## src/rtl/pwmq_pkg.sv

```systemverilog
package pwmq_pkg;
  localparam int unsigned WORD_W   = 32;
  localparam int unsigned WIN_B    = 16;
  localparam int unsigned STAT_OFS = 'h40;
  localparam int unsigned MASK_OFS = 'h44;

  localparam logic [1:0] RG_CNT  = 2'd0;
  localparam logic [1:0] RG_PER  = 2'd1;
  localparam logic [1:0] RG_DUTY = 2'd2;
  localparam logic [1:0] RG_CTRL = 2'd3;

  typedef struct packed {
    logic center;
    logic idle_hi;
    logic act_hi;
    logic cont;
    logic en;
  } ctrl_t;

  function automatic ctrl_t ctrl_from_word(input logic [WORD_W-1:0] w);
    ctrl_t c;
    c.center  = w[5];
    c.idle_hi = w[4];
    c.act_hi  = w[3];
    c.cont    = w[1];
    c.en      = w[0];
    return c;
  endfunction

  function automatic logic [WORD_W-1:0] ctrl_to_word(input ctrl_t c);
    return WORD_W'({c.center, c.idle_hi, c.act_hi, 1'b0, c.cont, c.en});
  endfunction
endpackage

```

## src/rtl/pwmq_channel.sv

```systemverilog
module pwmq_channel
  import pwmq_pkg::*;
#(
  parameter int unsigned CNT_W = 32
) (
  input  logic             clk,
  input  logic             rst_n,
  input  logic             wr_ctrl,
  input  logic             wr_per,
  input  logic             wr_duty,
  input  ctrl_t            ctrl_wval,
  input  logic [CNT_W-1:0] num_wval,
  output ctrl_t            ctrl_q,
  output logic [CNT_W-1:0] per_sh_q,
  output logic [CNT_W-1:0] duty_sh_q,
  output logic [CNT_W-1:0] cnt_q,
  output logic [CNT_W-1:0] lim,
  output logic [CNT_W-1:0] act_duty_q,
  output logic             start,
  output logic             bound,
  output logic             done,
  output logic             pwm
);
  logic [CNT_W-1:0] act_per_q;
  logic [CNT_W-1:0] cnt_n;
  logic             dir_q, dir_n;
  logic             at_lim, load;
  ctrl_t            ctrl_n;

  // next-state logic
  always_comb begin
    start  = wr_ctrl & ctrl_wval.en & ~ctrl_q.en;
    lim    = (act_per_q == '0) ? '0 : act_per_q - 1'b1;
    at_lim = (cnt_q >= lim);
    cnt_n  = cnt_q;
    dir_n  = dir_q;
    bound  = 1'b0;
    if (start) begin
      cnt_n = '0;
      dir_n = 1'b0;
    end else if (ctrl_q.en) begin
      if (!ctrl_q.center) begin
        dir_n = 1'b0;
        if (at_lim) begin
          cnt_n = '0;
          bound = 1'b1;
        end else begin
          cnt_n = cnt_q + 1'b1;
        end
      end else if (!dir_q) begin
        if (at_lim) dir_n = 1'b1;
        else        cnt_n = cnt_q + 1'b1;
      end else begin
        if (cnt_q == '0) begin
          bound = 1'b1;
          dir_n = 1'b0;
        end else begin
          cnt_n = cnt_q - 1'b1;
        end
      end
    end
    done   = bound & ~ctrl_q.cont;
    load   = start | bound;
    ctrl_n = ctrl_q;
    if (wr_ctrl)   ctrl_n    = ctrl_wval;
    else if (done) ctrl_n.en = 1'b0;
  end

  // registers
  always_ff @(posedge clk or negedge rst_n) begin
    if (!rst_n) begin
      ctrl_q     <= '0;
      per_sh_q   <= '0;
      duty_sh_q  <= '0;
      act_per_q  <= '0;
      act_duty_q <= '0;
      cnt_q      <= '0;
      dir_q      <= 1'b0;
    end else begin
      ctrl_q <= ctrl_n;
      cnt_q  <= cnt_n;
      dir_q  <= dir_n;
      if (wr_per)  per_sh_q  <= num_wval;
      if (wr_duty) duty_sh_q <= num_wval;
      if (load) begin
        act_per_q  <= per_sh_q;
        act_duty_q <= duty_sh_q;
      end
    end
  end

  assign pwm = ctrl_q.en ? ((cnt_q < act_duty_q) ? ctrl_q.act_hi : ~ctrl_q.act_hi)
                         : ctrl_q.idle_hi;
endmodule

```

## src/rtl/pwmq_irq.sv

```systemverilog
module pwmq_irq #(
  parameter int unsigned NUM_CH = 4
) (
  input  logic              clk,
  input  logic              rst_n,
  input  logic [NUM_CH-1:0] done,
  input  logic              wr_stat,
  input  logic              wr_mask,
  input  logic [NUM_CH-1:0] wbits,
  output logic [NUM_CH-1:0] stat_q,
  output logic [NUM_CH-1:0] mask_q,
  output logic              irq
);
  logic [NUM_CH-1:0] stat_n;

  always_comb begin
    stat_n = (stat_q & ~(wr_stat ? wbits : '0)) | done;
  end

  always_ff @(posedge clk or negedge rst_n) begin
    if (!rst_n) begin
      stat_q <= '0;
      mask_q <= '0;
    end else begin
      stat_q <= stat_n;
      if (wr_mask) mask_q <= wbits;
    end
  end

  assign irq = |(stat_q & mask_q);
endmodule

```

## src/rtl/pwm_quad.sv

```systemverilog
module pwm_quad
  import pwmq_pkg::*;
#(
  parameter int unsigned NUM_CH = 4,
  parameter int unsigned CNT_W  = 32,
  parameter int unsigned ADDR_W = 7
) (
  input  logic              clk,
  input  logic              rst_n,
  input  logic              bus_sel,
  input  logic              bus_we,
  input  logic [ADDR_W-1:0] bus_addr,
  input  logic [31:0]       bus_wdata,
  output logic [31:0]       bus_rdata,
  output logic [NUM_CH-1:0] pwm_out,
  output logic              irq
);
  localparam int unsigned CH_SPAN  = NUM_CH * WIN_B;
  localparam int unsigned CH_IDX_W = (NUM_CH > 1) ? $clog2(NUM_CH) : 1;

  logic [1:0] rst_sync_q;
  logic       rst_int_n;

  always_ff @(posedge clk or negedge rst_n) begin
    if (!rst_n) rst_sync_q <= 2'b00;
    else        rst_sync_q <= {rst_sync_q[0], 1'b1};
  end
  assign rst_int_n = rst_sync_q[1];

  logic                aligned, hit, wr, rd, in_ch;
  logic [CH_IDX_W-1:0] ch_idx;
  logic [1:0]          rsel;
  logic                wr_stat, wr_mask;

  assign aligned = (bus_addr[1:0] == 2'b00);
  assign hit     = bus_sel & aligned;
  assign wr      = hit & bus_we;
  assign rd      = bus_sel & ~bus_we;
  assign in_ch   = (bus_addr < ADDR_W'(CH_SPAN));
  assign ch_idx  = bus_addr[4 +: CH_IDX_W];
  assign rsel    = bus_addr[3:2];
  assign wr_stat = wr & (bus_addr == ADDR_W'(STAT_OFS));
  assign wr_mask = wr & (bus_addr == ADDR_W'(MASK_OFS));

  ctrl_t                          ctrl_wval;
  logic [NUM_CH-1:0]              ch_wrctrl, ch_wrper, ch_wrduty;
  logic [NUM_CH-1:0]              ch_start, ch_bound, ch_done, ch_en;
  logic [NUM_CH-1:0][CNT_W-1:0]   ch_cnt, ch_lim, ch_adut, ch_psh, ch_dsh;
  logic [NUM_CH-1:0][31:0]        ch_rd;
  ctrl_t                          ch_ctrl [NUM_CH];

  assign ctrl_wval = ctrl_from_word(bus_wdata);

  for (genvar i = 0; i < NUM_CH; i++) begin : g_ch
    logic sel_i;
    assign sel_i        = wr & in_ch & (ch_idx == CH_IDX_W'(i));
    assign ch_wrctrl[i] = sel_i & (rsel == RG_CTRL);
    assign ch_wrper[i]  = sel_i & (rsel == RG_PER);
    assign ch_wrduty[i] = sel_i & (rsel == RG_DUTY);
    assign ch_en[i]     = ch_ctrl[i].en;

    pwmq_channel #(.CNT_W(CNT_W)) u_chan (
      .clk        (clk),
      .rst_n      (rst_int_n),
      .wr_ctrl    (ch_wrctrl[i]),
      .wr_per     (ch_wrper[i]),
      .wr_duty    (ch_wrduty[i]),
      .ctrl_wval  (ctrl_wval),
      .num_wval   (bus_wdata[CNT_W-1:0]),
      .ctrl_q     (ch_ctrl[i]),
      .per_sh_q   (ch_psh[i]),
      .duty_sh_q  (ch_dsh[i]),
      .cnt_q      (ch_cnt[i]),
      .lim        (ch_lim[i]),
      .act_duty_q (ch_adut[i]),
      .start      (ch_start[i]),
      .bound      (ch_bound[i]),
      .done       (ch_done[i]),
      .pwm        (pwm_out[i])
    );

    always_comb begin
      unique case (rsel)
        RG_CNT:  ch_rd[i] = 32'(ch_cnt[i]);
        RG_PER:  ch_rd[i] = 32'(ch_psh[i]);
        RG_DUTY: ch_rd[i] = 32'(ch_dsh[i]);
        default: ch_rd[i] = ctrl_to_word(ch_ctrl[i]);
      endcase
    end
  end

  logic [NUM_CH-1:0] stat_q, mask_q;

  pwmq_irq #(.NUM_CH(NUM_CH)) u_irq (
    .clk     (clk),
    .rst_n   (rst_int_n),
    .done    (ch_done),
    .wr_stat (wr_stat),
    .wr_mask (wr_mask),
    .wbits   (bus_wdata[NUM_CH-1:0]),
    .stat_q  (stat_q),
    .mask_q  (mask_q),
    .irq     (irq)
  );

  logic [31:0] rd_val, rdata_q;

  always_comb begin
    rd_val = '0;
    if (aligned) begin
      if (in_ch)                                  rd_val = ch_rd[ch_idx];
      else if (bus_addr == ADDR_W'(STAT_OFS))     rd_val = 32'(stat_q);
      else if (bus_addr == ADDR_W'(MASK_OFS))     rd_val = 32'(mask_q);
    end
  end

  always_ff @(posedge clk or negedge rst_int_n) begin
    if (!rst_int_n)  rdata_q <= '0;
    else if (rd)     rdata_q <= rd_val;
  end

  assign bus_rdata = rdata_q;
endmodule

```

## config.mk

```make
export PLATFORM = sky130hd
export DESIGN_NAME = pwm_quad
export DESIGN_NICKNAME = d
export VERILOG_FILES = /design/src/rtl/pwmq_pkg.sv /design/src/rtl/pwmq_channel.sv /design/src/rtl/pwmq_irq.sv /design/src/rtl/pwm_quad.sv
export SDC_FILE = /design/constraint.sdc
export NUM_CORES = 2
export LEC_CHECK = 0
export BUFFER_PORTS_ARGS = -buffer_cell sky130_fd_sc_hd__buf_2
export CELL_PAD_IN_SITES_DETAIL_PLACEMENT = 1
export CELL_PAD_IN_SITES_GLOBAL_PLACEMENT = 1
export CORE_ASPECT_RATIO = 0.8
export CORE_MARGIN = 10
export CORE_UTILIZATION = 45
export DETAILED_ROUTE_END_ITERATION = 6
export PLACE_DENSITY = 0.84
export SLEW_MARGIN = 20
export SYNTH_ARGS = -nofsm -noshare
export SYNTH_HDL_FRONTEND = slang
export SYNTH_SLANG_ARGS = --single-unit
export TNS_END_PERCENT = 20
```

## constraint.sdc

```tcl
create_clock -name clk -period 33.7 [get_ports clk]
set_clock_uncertainty 0.15 [all_clocks]
set_input_delay 5.055 -clock clk [delete_from_list [all_inputs] [get_ports clk]]
set_output_delay 5.055 -clock clk [all_outputs]
set_load 0.02 [all_outputs]
```

==> out/qor.yml <==
pre_cts_slack_ns: 23.78
status: "finished clean"
switching_share_pct: 35.14
synthTopCellsByArea: "dfrtp_1, mux2_2, ha_1"
critical_path.max_fanout: 14
startpoint_type: "flip-flop"
dp_cells: 5470
fin_tns_setup_ns: 0
ys_warn_count: 0
ys.flop_type: "dfrtp_1"
crit_type: "reg -> out"
grt_pass1_vias: 37878
worstSetupEndpointType: "output port"
tritoncts: "done"
vias: 36635
path_delay_family: "compound AO/OA/AOI/OAI gates"
regArea_um2: 17670
power.internal_mw: 1.621
maxSlewViolCount: 0
drive_above_1_share_pct: 19.31
ys_seq_area_share_pct: 40.84
grt_start_max_net_pins: 98
final_cells: 5619
cts_htree_levels: 3
cts_setup_buffers: 0
viasPerCell: 6.520
num_io_pins: 80
grt_use_total_pct: 28.52
fin_crit_sh_pct: 28.44
slowest_delay_ns: 0.72
drc: 0
syn_avg_cell_area_um2: 10.07
syn_area_um2: 43260
synth_commonest_cells: "dfrtp_1, nand2_1, mux2_2"
cts.path.max_buffers: 3
multi_input_area_um2: 23940
crit_chain: "ha_1 > a21o_1 > a31oi_1 > o21ai_0 > a2111o_1 > a211o_1 > a221oi_1 > xnor2_1 > mux2_2 > buf_2"
gp_congestion: 0.9950
leakagePower_nw: 21.76
dieArea_um2: 109000
fin_hold_ws_ns: 0.1984
avgRoutedWirePerCell_um: 28.64
io_buffer_count: 79
syn_to_final_growth_pct: 9.459
fin_crit_ns: 9.583
grt_overflow_total: 0
finalNetCount: 4574
relSlewSlack_pct: 18.17
crit_arrival_ns: 4.38
fin_ws_ns: 24.12
rsz0062_at_grt: "no"
fill_cells: 10452
core-area_um2: 95160
drtPass1Iterations: 5
synth_top_area_share_pct: 40.84
ys_types: 92
crit_buf_inv: 1
start_util_pct: 45.46
totalWireLength_um: 160900
yosysTopAreaCell: "dfrtp_1"
grt_antenna_before_repair: 25
clock_power_share_pct: 35.4
cts_buffers: 76
synth_cells: 4294
cts_root_buffer: "clkbuf_16"
die_h_um: 297.3
p_sw_uw: 878.3
fp-row-count: 101
cap_viol_max_count: 0
cts_resized: 0
antenna_left: 0
syn-num-nets: 4606
power_density_nw_per_um2: 52.80
cpMaxStageDelayCell: "dfrtp_1"
async_flop_share_pct: 100.0
seqPwrFrac_pct: 37.5
ir_worst_vdd_mv: 0.03570
comb_power_share_pct: 27.0
clock-sinks: 706
path_clk_slew_ns: 0.06
die_x_um: 366.6
worst_pin_slew_ns: 1.215
hold_path.class: "reg -> reg"
setup_viol: 0
clk_latency_ns: 0.67
place_hpwl_um: 113900
synth.most_common_cell: "dfrtp_1"
critPathRequiredTime_ns: 28.49
grt_pass1_wl_um: 243800
postCtsHoldBufs: 0
drt_iter0_drc: 4046
ys_ff_latch: 706
hold_viol_final: 0
timing.fmax_mhz: 104.4
rrSetupSlack_ns: 26.67
synth_edf_count: 0
## metrics by stage
stage | instance area, µm² | util (%) | power, mW
after floorplan | 43260 | - | 1.377
after global placement | 44740 | 47.01 | 1.563
after detailed placement | 44740 | 47.02 | 1.601
after CTS | 47280 | 49.69 | 2.485
after global routing | 47330 | 49.74 | 2.599
final | 47350 | 49.76 | 2.500
## flip-flops by register name, summed over array words and instances, names as in the netlist
register / flops
u_irq.stat_q: 4
g_ch.u_chan.duty_sh_q: 128
g_ch.u_chan.act_per_q: 128
g_ch.u_chan.ctrl_q: 20
g_ch.u_chan.per_sh_q: 128
rst_sync_q: 2
bus_rdata: 32
g_ch.u_chan.act_duty_q: 128
u_irq.mask_q: 4
g_ch.u_chan.dir_q: 4
g_ch.u_chan.cnt_q: 128
## final timing paths
| check | from | to | cells past startpoint |
|---|---|---|---|
| worst min-delay path | rst_sync_q[0] | rst_sync_q[1] | 0 |
| worst max-delay path | g_ch[2].u_chan.cnt_q[2] | pwm_out[2] | 10 |
| min in group asynchronous | rst_sync_q[1] | g_ch[0].u_chan.cnt_q[14] | 0 |
| max in group asynchronous | rst_n | rst_sync_q[1] | 1 |
| worst max register to register | g_ch[0].u_chan.act_per_q[3] | g_ch[0].u_chan.act_per_q[3] | 17 |
| worst min register to register | rst_sync_q[0] | rst_sync_q[1] | 0 |
## placed cells by master (no fill, tap or decap), drive strengths merged, types with 27 or more instances in the layout
| cell type | netlist | layout |
|---|---|---|
| dfrtp | 706 | 706 |
| nand2 | 509 | 509 |
| mux2 | 476 | 476 |
| o21ai | 328 | 328 |
| ha | 269 | 269 |
| nor2 | 176 | 176 |
| inv | 167 | 172 |
| buf | 55 | 146 |
| a21oi | 125 | 125 |
| mux2i | 125 | 125 |
| clkbuf | 202 | 112 |
| o31ai | 106 | 106 |
| nor3 | 97 | 97 |
| xor2 | 77 | 77 |
| nor4 | 67 | 67 |
| nand4 | 66 | 66 |
| a31oi | 60 | 60 |
| nand3 | 60 | 60 |
| xnor2 | 44 | 44 |
| and2 | 44 | 44 |
| nor2b | 43 | 43 |
| a22o | 40 | 40 |
| and3 | 36 | 36 |
| a21o | 35 | 35 |
| mux4 | 33 | 33 |
| or4 | 33 | 33 |
| nand2b | 28 | 28 |
| or3 | 27 | 27 |
## kinds of logic (layout without fill, tap and decap cells)
kind of cell | Yosys count | after routing | synth area share [%]
adders and majority gates | 269 | 269 | 7.781
buffers and inverters | 424 | 454 | 4.128
DFF | 706 | 706 | 40.84
and+or+nand+nor | 1252 | 1252 | 14.14
muxes | 634 | 634 | 17.52
xor gates and xnor gates | 121 | 121 | 2.450
other | 1 | 9 | 0.008669
AOI/OAI and AO/OA | 887 | 887 | 13.12
## power groups by stage
| stage | Clock [mW] | Sequential [mW] | Combinational [mW] |
|---|---|---|---|
| 3_3_place_gp | 0 | 0.947 | 0.616 |
| 5_1_grt | 0.924 | 0.941 | 0.734 |
| 2_1_floorplan | 0 | 0.934 | 0.443 |
| 4_1_cts | 0.889 | 0.935 | 0.662 |
| 3_5_place_dp | 0 | 0.950 | 0.651 |
| 6_report | 0.886 | 0.938 | 0.675 |
## layout make-up
class	count	share of cell area, %
multi-input cells	3164	50.56
repair buffers	147	1.995
clock buffers	111	4.677
clock inverters	29	0.6765
diodes	8	0.04228
well taps	1287	3.401
flip-flops and latches	706	37.32
inverters	167	1.324
## per-layer routing
metal	global-route usage (%)	vias to the layer above	share of wire, %
met5	0	-	0.11
met4	12.99	26	4.9
met3	7.406	474	10
met2	41.98	1718	43
met1	38.97	18821	42
li1	-	15596	-
No activity file was read; power rests on OpenSTA's default activity.
